**config.mk**
```make
export PLATFORM = sky130hd
export DESIGN_NAME = wake_seq_ctrl
export DESIGN_NICKNAME = d
export VERILOG_FILES = /design/src/rtl/wake_pkg.sv /design/src/rtl/wake_irq_sync.sv /design/src/rtl/wake_delay_cnt.sv /design/src/rtl/wake_seq_ctrl.sv
export SDC_FILE = /design/constraint.sdc
export NUM_CORES = 1
export LEC_CHECK = 0
export ABC_AREA = 1
export BUFFER_PORTS_ARGS = -buffer_cell sky130_fd_sc_hd__buf_4
export CAP_MARGIN = 10
export CORE_ASPECT_RATIO = 0.6
export CORE_MARGIN = 5
export CORE_UTILIZATION = 47
export DETAILED_ROUTE_END_ITERATION = 6
export GPL_TIMING_DRIVEN = 0
export PLACE_DENSITY = 0.72
export SYNTH_ARGS = -nofsm -noshare
export SYNTH_HDL_FRONTEND = slang
export SYNTH_SLANG_ARGS = --single-unit
```
**constraint.sdc**
```tcl
create_clock -name clk -period 1.3 [get_ports clk]
set_input_delay 0 -clock clk [delete_from_list [all_inputs] [get_ports clk]]
set_output_delay 0 -clock clk [all_outputs]
set_load 0.02 [all_outputs]
```
**src/rtl/wake_pkg.sv**
```systemverilog
package wake_pkg;
   typedef enum logic [2:0] {
      WS_IDLE    = 3'd0,
      WS_ARMED   = 3'd1,
      WS_PDOWN   = 3'd2,
      WS_RESTORE = 3'd3,
      WS_READY   = 3'd4
   } wake_state_e;
endpackage

```
**src/rtl/wake_irq_sync.sv**
```systemverilog
module wake_irq_sync #(
   parameter int N      = 8,
   parameter int STAGES = 2
) (
   input  logic         clk,
   input  logic         rst_n,
   input  logic [N-1:0] irq_i,
   output logic [N-1:0] irq_o
);
   initial begin : param_chk
      assert (STAGES >= 0 && STAGES <= 4) else $error("STAGES out of range");
   end

   generate
      if (STAGES == 0) begin : g_bypass
         assign irq_o = irq_i;
      end else begin : g_sync
         logic [N-1:0] chain [STAGES];
         always_ff @(posedge clk or negedge rst_n) begin
            if (!rst_n) begin
               for (int i = 0; i < STAGES; i++) chain[i] <= '0;
            end else begin
               chain[0] <= irq_i;
               for (int i = 1; i < STAGES; i++) chain[i] <= chain[i-1];
            end
         end
         assign irq_o = chain[STAGES-1];

         if (STAGES >= 2) begin : g_chk

            sync_shift_chk: assert property (@(posedge clk) disable iff (!rst_n)
               irq_o == $past(chain[STAGES-2]));
         end
      end
   endgenerate
endmodule

```
**src/rtl/wake_delay_cnt.sv**
```systemverilog
module wake_delay_cnt #(
   parameter int CW = 4
) (
   input  logic          clk,
   input  logic          rst_n,
   input  logic          load_i,
   input  logic [CW-1:0] load_val_i,
   input  logic          dec_i,
   output logic          done_o
);
   logic [CW-1:0] cnt_q;

   always_ff @(posedge clk or negedge rst_n) begin
      if (!rst_n)                      cnt_q <= '0;
      else if (load_i)                 cnt_q <= load_val_i;
      else if (dec_i && cnt_q != '0)   cnt_q <= cnt_q - 1'b1;
   end

   assign done_o = (cnt_q == '0);


   cnt_hold_zero_chk: assert property (@(posedge clk) disable iff (!rst_n)
      (!load_i && cnt_q == '0) |=> cnt_q == '0);

   cnt_load_chk: assert property (@(posedge clk) disable iff (!rst_n)
      load_i |=> cnt_q == $past(load_val_i));
endmodule

```
**src/rtl/wake_seq_ctrl.sv**
```systemverilog
module wake_seq_ctrl
   import wake_pkg::*;
#(
   parameter int N_IRQ       = 8,
   parameter int SYNC_STAGES = 2,
   parameter int DLY_SLEEP   = 4,
   parameter int DLY_DEEP    = 12
) (
   input  logic             clk,
   input  logic             rst_n,
   input  logic             deep_sleep_i,
   input  logic             core_sleeping_i,
   input  logic             dbg_attached_i,
   input  logic             pd_level_i,
   input  logic [N_IRQ-1:0] irq_i,
   output logic             pwr_down_ok_o,
   output logic             restore_req_o,
   output logic             core_ready_o,
   output logic [N_IRQ-1:0] wake_src_o
);
   localparam int CW = $clog2(DLY_DEEP + 1);
   localparam logic [CW-1:0] LOAD_SLEEP = CW'(DLY_SLEEP - 1);
   localparam logic [CW-1:0] LOAD_DEEP  = CW'(DLY_DEEP - 1);

   initial begin : param_chk
      assert (N_IRQ >= 1)           else $error("N_IRQ must be positive");
      assert (DLY_SLEEP >= 1)       else $error("DLY_SLEEP must be at least 1");
      assert (DLY_DEEP > DLY_SLEEP) else $error("DLY_DEEP must exceed DLY_SLEEP");
   end

   wake_state_e      state_q, state_d;
   logic [N_IRQ-1:0] irq_s;
   logic [N_IRQ-1:0] pend_q;
   logic             deep_lvl_q;
   logic             cnt_load, cnt_done;
   logic             any_irq;

   wake_irq_sync #(.N(N_IRQ), .STAGES(SYNC_STAGES)) u_sync (
      .clk   (clk),
      .rst_n (rst_n),
      .irq_i (irq_i),
      .irq_o (irq_s)
   );

   assign any_irq = |irq_s;

   always_comb begin
      state_d = state_q;
      unique case (state_q)
         WS_IDLE:    if (deep_sleep_i && !dbg_attached_i) state_d = WS_ARMED;
         WS_ARMED: begin
            if (!deep_sleep_i || dbg_attached_i) state_d = WS_IDLE;
            else if (core_sleeping_i)            state_d = WS_PDOWN;
         end
         WS_PDOWN:   if (any_irq || dbg_attached_i) state_d = WS_RESTORE;
         WS_RESTORE: if (cnt_done)                  state_d = WS_READY;
         WS_READY:   if (!core_sleeping_i)          state_d = WS_IDLE;
         default:    state_d = WS_IDLE;
      endcase
   end

   assign cnt_load = (state_q == WS_PDOWN) && (state_d == WS_RESTORE);

   wake_delay_cnt #(.CW(CW)) u_cnt (
      .clk        (clk),
      .rst_n      (rst_n),
      .load_i     (cnt_load),
      .load_val_i (deep_lvl_q ? LOAD_DEEP : LOAD_SLEEP),
      .dec_i      (state_q == WS_RESTORE),
      .done_o     (cnt_done)
   );

   always_ff @(posedge clk or negedge rst_n) begin
      if (!rst_n) begin
         state_q    <= WS_IDLE;
         pend_q     <= '0;
         deep_lvl_q <= 1'b0;
      end else begin
         state_q <= state_d;
         if (state_q == WS_ARMED && state_d == WS_PDOWN) deep_lvl_q <= pd_level_i;
         if (state_q == WS_IDLE || state_q == WS_ARMED) pend_q <= '0;
         else                                          pend_q <= pend_q | irq_s;
      end
   end

   assign pwr_down_ok_o = (state_q == WS_PDOWN);
   assign restore_req_o = (state_q == WS_RESTORE);
   assign core_ready_o  = (state_q == WS_READY);
   assign wake_src_o    = core_ready_o ? pend_q : '0;


   pd_grant_cause_chk: assert property (@(posedge clk) disable iff (!rst_n)
      $rose(pwr_down_ok_o) |-> $past(deep_sleep_i && core_sleeping_i && !dbg_attached_i));

   dbg_blocks_pd_chk: assert property (@(posedge clk) disable iff (!rst_n)
      dbg_attached_i |=> !pwr_down_ok_o);

   ready_hold_chk: assert property (@(posedge clk) disable iff (!rst_n)
      (core_ready_o && core_sleeping_i) |=> core_ready_o);

   src_keep_chk: assert property (@(posedge clk) disable iff (!rst_n)
      (core_ready_o && $past(core_ready_o)) |-> ((wake_src_o & $past(wake_src_o)) == $past(wake_src_o)));

   idle_no_wake_chk: assert property (@(posedge clk) disable iff (!rst_n)
      (!pwr_down_ok_o && !restore_req_o) |=> !restore_req_o);
endmodule

```
==> out/results.ini, run 1 <==
[status]
outcome = finished, final reports clean

[pwr]
switching_share = 0.340
p_clk_frac = 0.252
power_frac_seq = 0.429
intPower_w = 0.00207
p_per_area_mw_per_mm2 = 1750
p_sw_w = 0.00107
combinationalPowerShare = 0.319
p_total_w = 0.00313
p_leak_nw = 0.883
ir_drop_mv = 0.919

[sta]
holdWs_ns = 0.104
period_share = 0.960
hold_viol = 0
setup_viol = 0
max_freq_mhz = 801
setup_ws_ns = 0.0517
min_period_ns = 1.25
finalMaxSlewViolations = 0
fin_skew_ns = 0.00250
worstMarginPinSlew_ns = 0.391
relSlewSlack = 0.739
fin_tns_setup_ns = 0

[layout]
final_nets = 190
antenna_cells = 0
fillers = 191
regArea_um2 = 803
multi_input_area_um2 = 395
post-route-util = 0.700
area_growth_pct = 40.3
drive_above_1_share = 0.324

[routing]
drt_wl_total_um = 2640
final_antenna_net_count = 0
drt-met1-wl_um = 1160
topRoutingLayerUsed = met4
drtIter0Drc = 60
wl_met2_um = 1250
route.detailed.drc = 0
avgViaCountPerCell = 4.75
firstDrtPassIters = 4
dr_wl_met3_um = 188
vias = 989
routedWlPerCell_um = 12.7

[critical_path]
cp-start-kind = register
cpLargestDelayFamily = flip-flops
slowest_stage = dfrtp_2
arrival_ns = 1.25
cp_cell_sequence = inv_4 > nand3_2 > nor2_1 > buf_4
critPathMaxFanout = 4
timing.critical_path.buf_inv = 2
slowest_delay_ns = 0.46
critPathRequiredTime_ns = 1.30
worst_setup_path_end_kind = output pin
crit_type = reg -> out

[synthesis]
synth_cells = 127
syn-cell-area_mm2 = 0.00128
synth_area_leader_cell = dfrtp_1
synth_commonest_cells = 32 x dfrtp_1, 25 x inv_1, 20 x nand2_1
synth_seq_cells = 32
syn_area_per_cell_um2 = 10.0
async_flop_share = 1.00
synthFlopType = dfrtp_1
synth.most_common_cell = dfrtp_1
ys_types = 23
ys_warn_count = 0
synth-edff-count = 0
synthesis.nets = 142
synth_top_area_share = 0.627
yosysSeqAreaShare = 0.627
synth_area_leaders = dfrtp_1 63%, inv_1 7.4%, nand2_1 5.9%

[placement]
place_ws_ns = -0.123
port_buffers = 24
place.gp.congestion = 0.778
hpwl_um = 1720

[clock_tree]
cts_tree = done
numCtsBuffers = 5
ctsLongestPathBuffers = 2
clkSlewWorstSetupHoldPaths_ns = 0.07
clkLatencyLatePin_ns = 0.28
cts_max_level = 2
cts_root_buffer = clkbuf_8
cts.sinks = 32

[floorplan]
rows = 14
io_pins = 25
die_y_um = 50.4
die_w_um = 77.3
core_mm2 = 0.00256
dieArea_mm2 = 0.00389
initial_utilization = 0.499

[global_routing]
antenna_found_initial = 0
grt_overflow = 0
grt_pass1_vias = 941
grt_pass1_wl_um = 4390
grt.total_usage = 0.149
grt_max_degree = 33

[flow_run]
maxCapViolations = 0

[min_path]
hold_path_class = in -> reg

## layout by cell type, fill, tap and decap left out, types with 2 or more instances in the layout
master,netlist,layout
inv_4,0,2
nand2_1,20,20
nand3_4,0,2
inv_1,25,21
buf_6,2,2
nand3_1,8,7
dfrtp_2,0,2
nor2_1,17,16
a21oi_1,6,6
buf_4,0,29
dlygate4sd3_1,0,11
dfrtp_1,32,30
clkbuf_8,0,6
inv_2,0,2
nand3_2,2,2
## power groups by stage
stage	sequential (W)	combinational [W]	clock [W]
final	0.00135	0.000998	0.000790
after global routing	0.00137	0.00111	0.000858
after CTS	0.00133	0.000899	0.000811
after detailed placement	0.00134	0.000796	0
after global placement	0.00133	0.000762	0
after floorplan	0.00131	0.000595	0
## registers in the layout, summed over array words and instances, names as in the netlist
| signal | count |
|---|---|
| pend_q | 8 |
| u_sync.g_sync.chain | 8 |
| u_sync.irq_o | 8 |
| u_cnt.cnt_q | 4 |
| state_q | 3 |
| deep_lvl_q | 1 |
## area by class of cell
| class | instances | share of cell area |
|---|---|---|
| sequential | 32 | 0.449 |
| multi-input combinational | 68 | 0.221 |
| timing repair buffer | 40 | 0.183 |
| inverter | 26 | 0.0601 |
| clock buffer | 7 | 0.0482 |
| tap | 32 | 0.0224 |
| buffer | 2 | 0.0126 |
| clock inverter | 1 | 0.00419 |
## per-layer routing
| layer | up-vias | global-route usage |
|---|---|---|
| li1 | 482 | - |
| met1 | 467 | 0.187 |
| met2 | 36 | 0.233 |
| met3 | 4 | 0.0554 |
| met4 | 0 | 0.0686 |
| met5 | - | 0 |
## worst min-delay path: cells and delay by family
family	cells	cell delay [ns]
buf+inv	1	0.09
simple gates	3	0.26
## timing repair
item                       in CTS  in global routing
setup endpoints to repair      14                 11
pin swaps                       1                  3
resized for setup               8                  6
setup buffers                   2                  3
hold endpoints to repair       42                  0
cloned                          0                  1
hold buffers                   11                  0
## per-stage QoR
| stage | instance area (µm²) | instances |
|---|---|---|
| after CTS | 1740 | 204 |
| after global routing | 1790 | 208 |
| after global placement | 1500 | 183 |
| final | 1790 | 208 |
| after floorplan | 1280 | 127 |
| after detailed placement | 1500 | 183 |
## kinds of logic (layout without fill, tap and decap cells)
family | count (synthesis) | after routing | share of synthesized area
AOI/OAI and AO/OA | 11 | 11 | 0.0520
and+or+nand+nor | 55 | 56 | 0.213
DFF | 32 | 32 | 0.627
buffers and inverters | 28 | 76 | 0.0980
adders and majority gates | 1 | 1 | 0.00980
## path summary, 6_finish.rpt
kind                                         start  cells past startpoint              end  slack, ns
setup / recovery                        state_q[0]                      4    wake_src_o[1]       0.05
hold / removal                      dbg_attached_i                      4       state_q[1]       0.10
setup reg to reg                    u_cnt.cnt_q[0]                      9   u_cnt.cnt_q[3]       0.07
hold reg to reg            u_sync.g_sync.chain[14]                      0  u_sync.irq_o[6]       0.35
max in group asynchronous                    rst_n                      2       state_q[1]       0.80
min in group asynchronous                    rst_n                      2  u_sync.irq_o[5]       0.19
(Power assumes the default switching activity.)
==> run 2: changes to the inputs <==
--- a/config.mk
+++ b/config.mk
@@ -12,8 +12,8 @@
 export CORE_MARGIN = 5
 export CORE_UTILIZATION = 47
 export DETAILED_ROUTE_END_ITERATION = 6
-export GPL_TIMING_DRIVEN = 0
 export PLACE_DENSITY = 0.72
+export SETUP_SLACK_MARGIN = 0.1
 export SYNTH_ARGS = -nofsm -noshare
 export SYNTH_HDL_FRONTEND = slang
 export SYNTH_SLANG_ARGS = --single-unit
==> constraint.sdc (replaced) <==
create_clock -name clk -period 1.12 [get_ports clk]
set_input_delay 0 -clock clk [delete_from_list [all_inputs] [get_ports clk]]
set_output_delay 0 -clock clk [all_outputs]
set_load 0.02 [all_outputs]
==> out/results.ini, run 2 (same netlist as run 1, synthesis figures left out) <==
[status]
outcome = finished, violations left
violations = negative setup slack

[critical_path]
timing.critical_path.buf_inv = 3  ; +1
critPathRequiredTime_ns = 1.12  ; -0.18 ns
cp_cell_sequence = buf_12 > nor3_4 > buf_6 > buf_6
cp-start-kind = register
worst_setup_path_end_kind = output pin
cpLargestDelayFamily = flip-flops
slowest_stage = dfrtp_2
slowest_delay_ns = 0.43  ; -0.03 ns
r2r-end = pend_q[7]
r2r_start = state_q[2]
arrival_ns = 1.28  ; +0.03 ns
critPathMaxFanout = 5  ; +1
crit_type = reg -> out
rr_worst_depth = 5  ; -4
setup.worst_path.start = state_q[2]
reg2reg_slack_ns = -0.15  ; -0.22 ns
timing.critical_path.mode_cell = buf_6

[placement]
numPlacedInstances = 189  ; +3.3%
port_buffers = 24  ; unchanged
place.gp.congestion = 0.804  ; +3.5%
hpwl_um = 2020  ; +17%

[floorplan]
die_y_um = 50.4  ; unchanged
initial_utilization = 0.499  ; unchanged
dieArea_mm2 = 0.00389  ; unchanged
core_mm2 = 0.00256  ; unchanged
die_w_um = 77.3  ; unchanged
rows = 14  ; unchanged
io_pins = 25  ; unchanged

[clock_tree]
clkLatencyLatePin_ns = 0.29  ; about the same
ctsLongestPathBuffers = 2  ; unchanged
numCtsBuffers = 5  ; unchanged
cts_root_buffer = clkbuf_8
cts_tree = done
cts_max_level = 2  ; unchanged
cts.sinks = 32  ; unchanged
clkSlewWorstSetupHoldPaths_ns = 0.07  ; about the same

[routing]
route.detailed.drc = 0  ; unchanged
routedWlPerCell_um = 16.6  ; +31%
vias = 1098  ; +11%
firstDrtPassIters = 4  ; unchanged
final_antenna_net_count = 0  ; unchanged
drtIter0Drc = 86  ; +43%
drt_wl_total_um = 3560  ; +35%
avgViaCountPerCell = 5.11  ; +7.4%

[sta]
rsz0062_at_grt = true
relSlewSlack = 0.734  ; -0.00510
fin_skew_ns = 0.00550  ; +0.00300 ns
setup_ws_ns = -0.164  ; -0.216 ns
worstMarginPinSlew_ns = 0.399  ; +0.00764 ns
setup_viol = 26  ; +26
hold_viol = 0  ; unchanged
period_share = 1.15
max_freq_mhz = 779
min_period_ns = 1.28
finalMaxSlewViolations = 0  ; unchanged
holdWs_ns = 0.0828  ; -0.0209 ns

[layout]
antenna_cells = 0  ; unchanged
regArea_um2 = 805  ; +0.16%
drive_above_1_share = 0.486  ; +0.162
final_common_cell = dfrtp_1
multi_input_area_um2 = 508  ; +28%
final_nets = 197  ; +3.7%
instances_no_fill = 215  ; +3.4%
area_growth_pct = 59.3
fillers = 134  ; -30%
mostFrequentLayoutCells = 29 x dfrtp_1, 25 x buf_4, 20 x inv_1, 16 x nand2_1

[min_path]
min_path_cells = 4  ; unchanged
hold_path_class = in -> reg
min-delay-start = dbg_attached_i
hold_end = state_q[0]

[global_routing]
grt.total_usage = 0.168  ; +0.0182
grt_pass1_wl_um = 4880  ; +11%
grt_overflow = 0  ; unchanged
grt_max_degree = 33  ; unchanged
grt_pass1_vias = 1060  ; +13%
antenna_found_initial = 0  ; unchanged

[pwr]
p_leak_nw = 0.954  ; +8.0%
ir_drop_mv = 1.15  ; +25%
p_per_area_mw_per_mm2 = 2170  ; +24%

[flow_run]
maxCapViolations = 0  ; unchanged

## run 2: per-layer routing
layer,global-route usage,vias up,part of all wire
met4,0.0800,0,0.037
met2,0.286,63,0.51
li1,-,501,-
met5,0,-,0
met1,0.187,516,0.35
met3,0.0643,18,0.10
## run 2: area by class of cell
cell class | instances | share of cell area
clock buffer | 5 | 0.0338
clock inverter | 3 | 0.0209
inverter | 26 | 0.0529
multi-input combinational | 68 | 0.250
sequential | 32 | 0.396
tap | 32 | 0.0197
timing repair buffer | 49 | 0.227
## run 2: worst max-delay path by stage
stage / endpoint / slack (ns) / cells after the start
2_1_floorplan: u_cnt.cnt_q[2] / -0.05 / 4
3_3_place_gp: u_cnt.cnt_q[2] / -0.03 / 6
3_5_place_dp: u_cnt.cnt_q[3] / -0.09 / 9
4_1_cts: pwr_down_ok_o / -0.16 / 4
5_1_grt: pwr_down_ok_o / -0.21 / 4
6_report: pwr_down_ok_o / -0.16 / 4
## run 2: tightest hold or removal path: cells and delay by family
family	cells	cell delay, ns
simple gates	3	0.22
buf+inv	1	0.10
## run 2: repair_timing
item                                    4_1_cts  5_1_grt
endpoints found under the setup margin       27       27
gates resized for setup                      14       28
hold buffers                                 11        0
pin swaps                                     7        6
setup buffers                                 3        3
endpoints found under the hold margin        42        0
gates cloned                                  0        1
## run 2: report_power, final
part / internal, W / switching [W]
sequential: 0.00141 / 0.000188
clock: 0.000657 / 0.000444
combinational: 0.000734 / 0.000973
## run 2: metrics by stage
step	instance area, µm²	total power (W)	TNS (ns)	utilization	worst slack (ns)
5_1_grt	2030	0.00459	-4.26	0.795	-0.208
3_3_place_gp	1600	0.00269	-0.0801	0.625	-0.0300
3_5_place_dp	1600	0.00278	-0.783	0.625	-0.0853
4_1_cts	1890	0.00406	-2.90	0.740	-0.156
6_report	2030	0.00440	-3.15	0.795	-0.164
2_1_floorplan	1320	0.00231	-0.0821	-	-0.0491
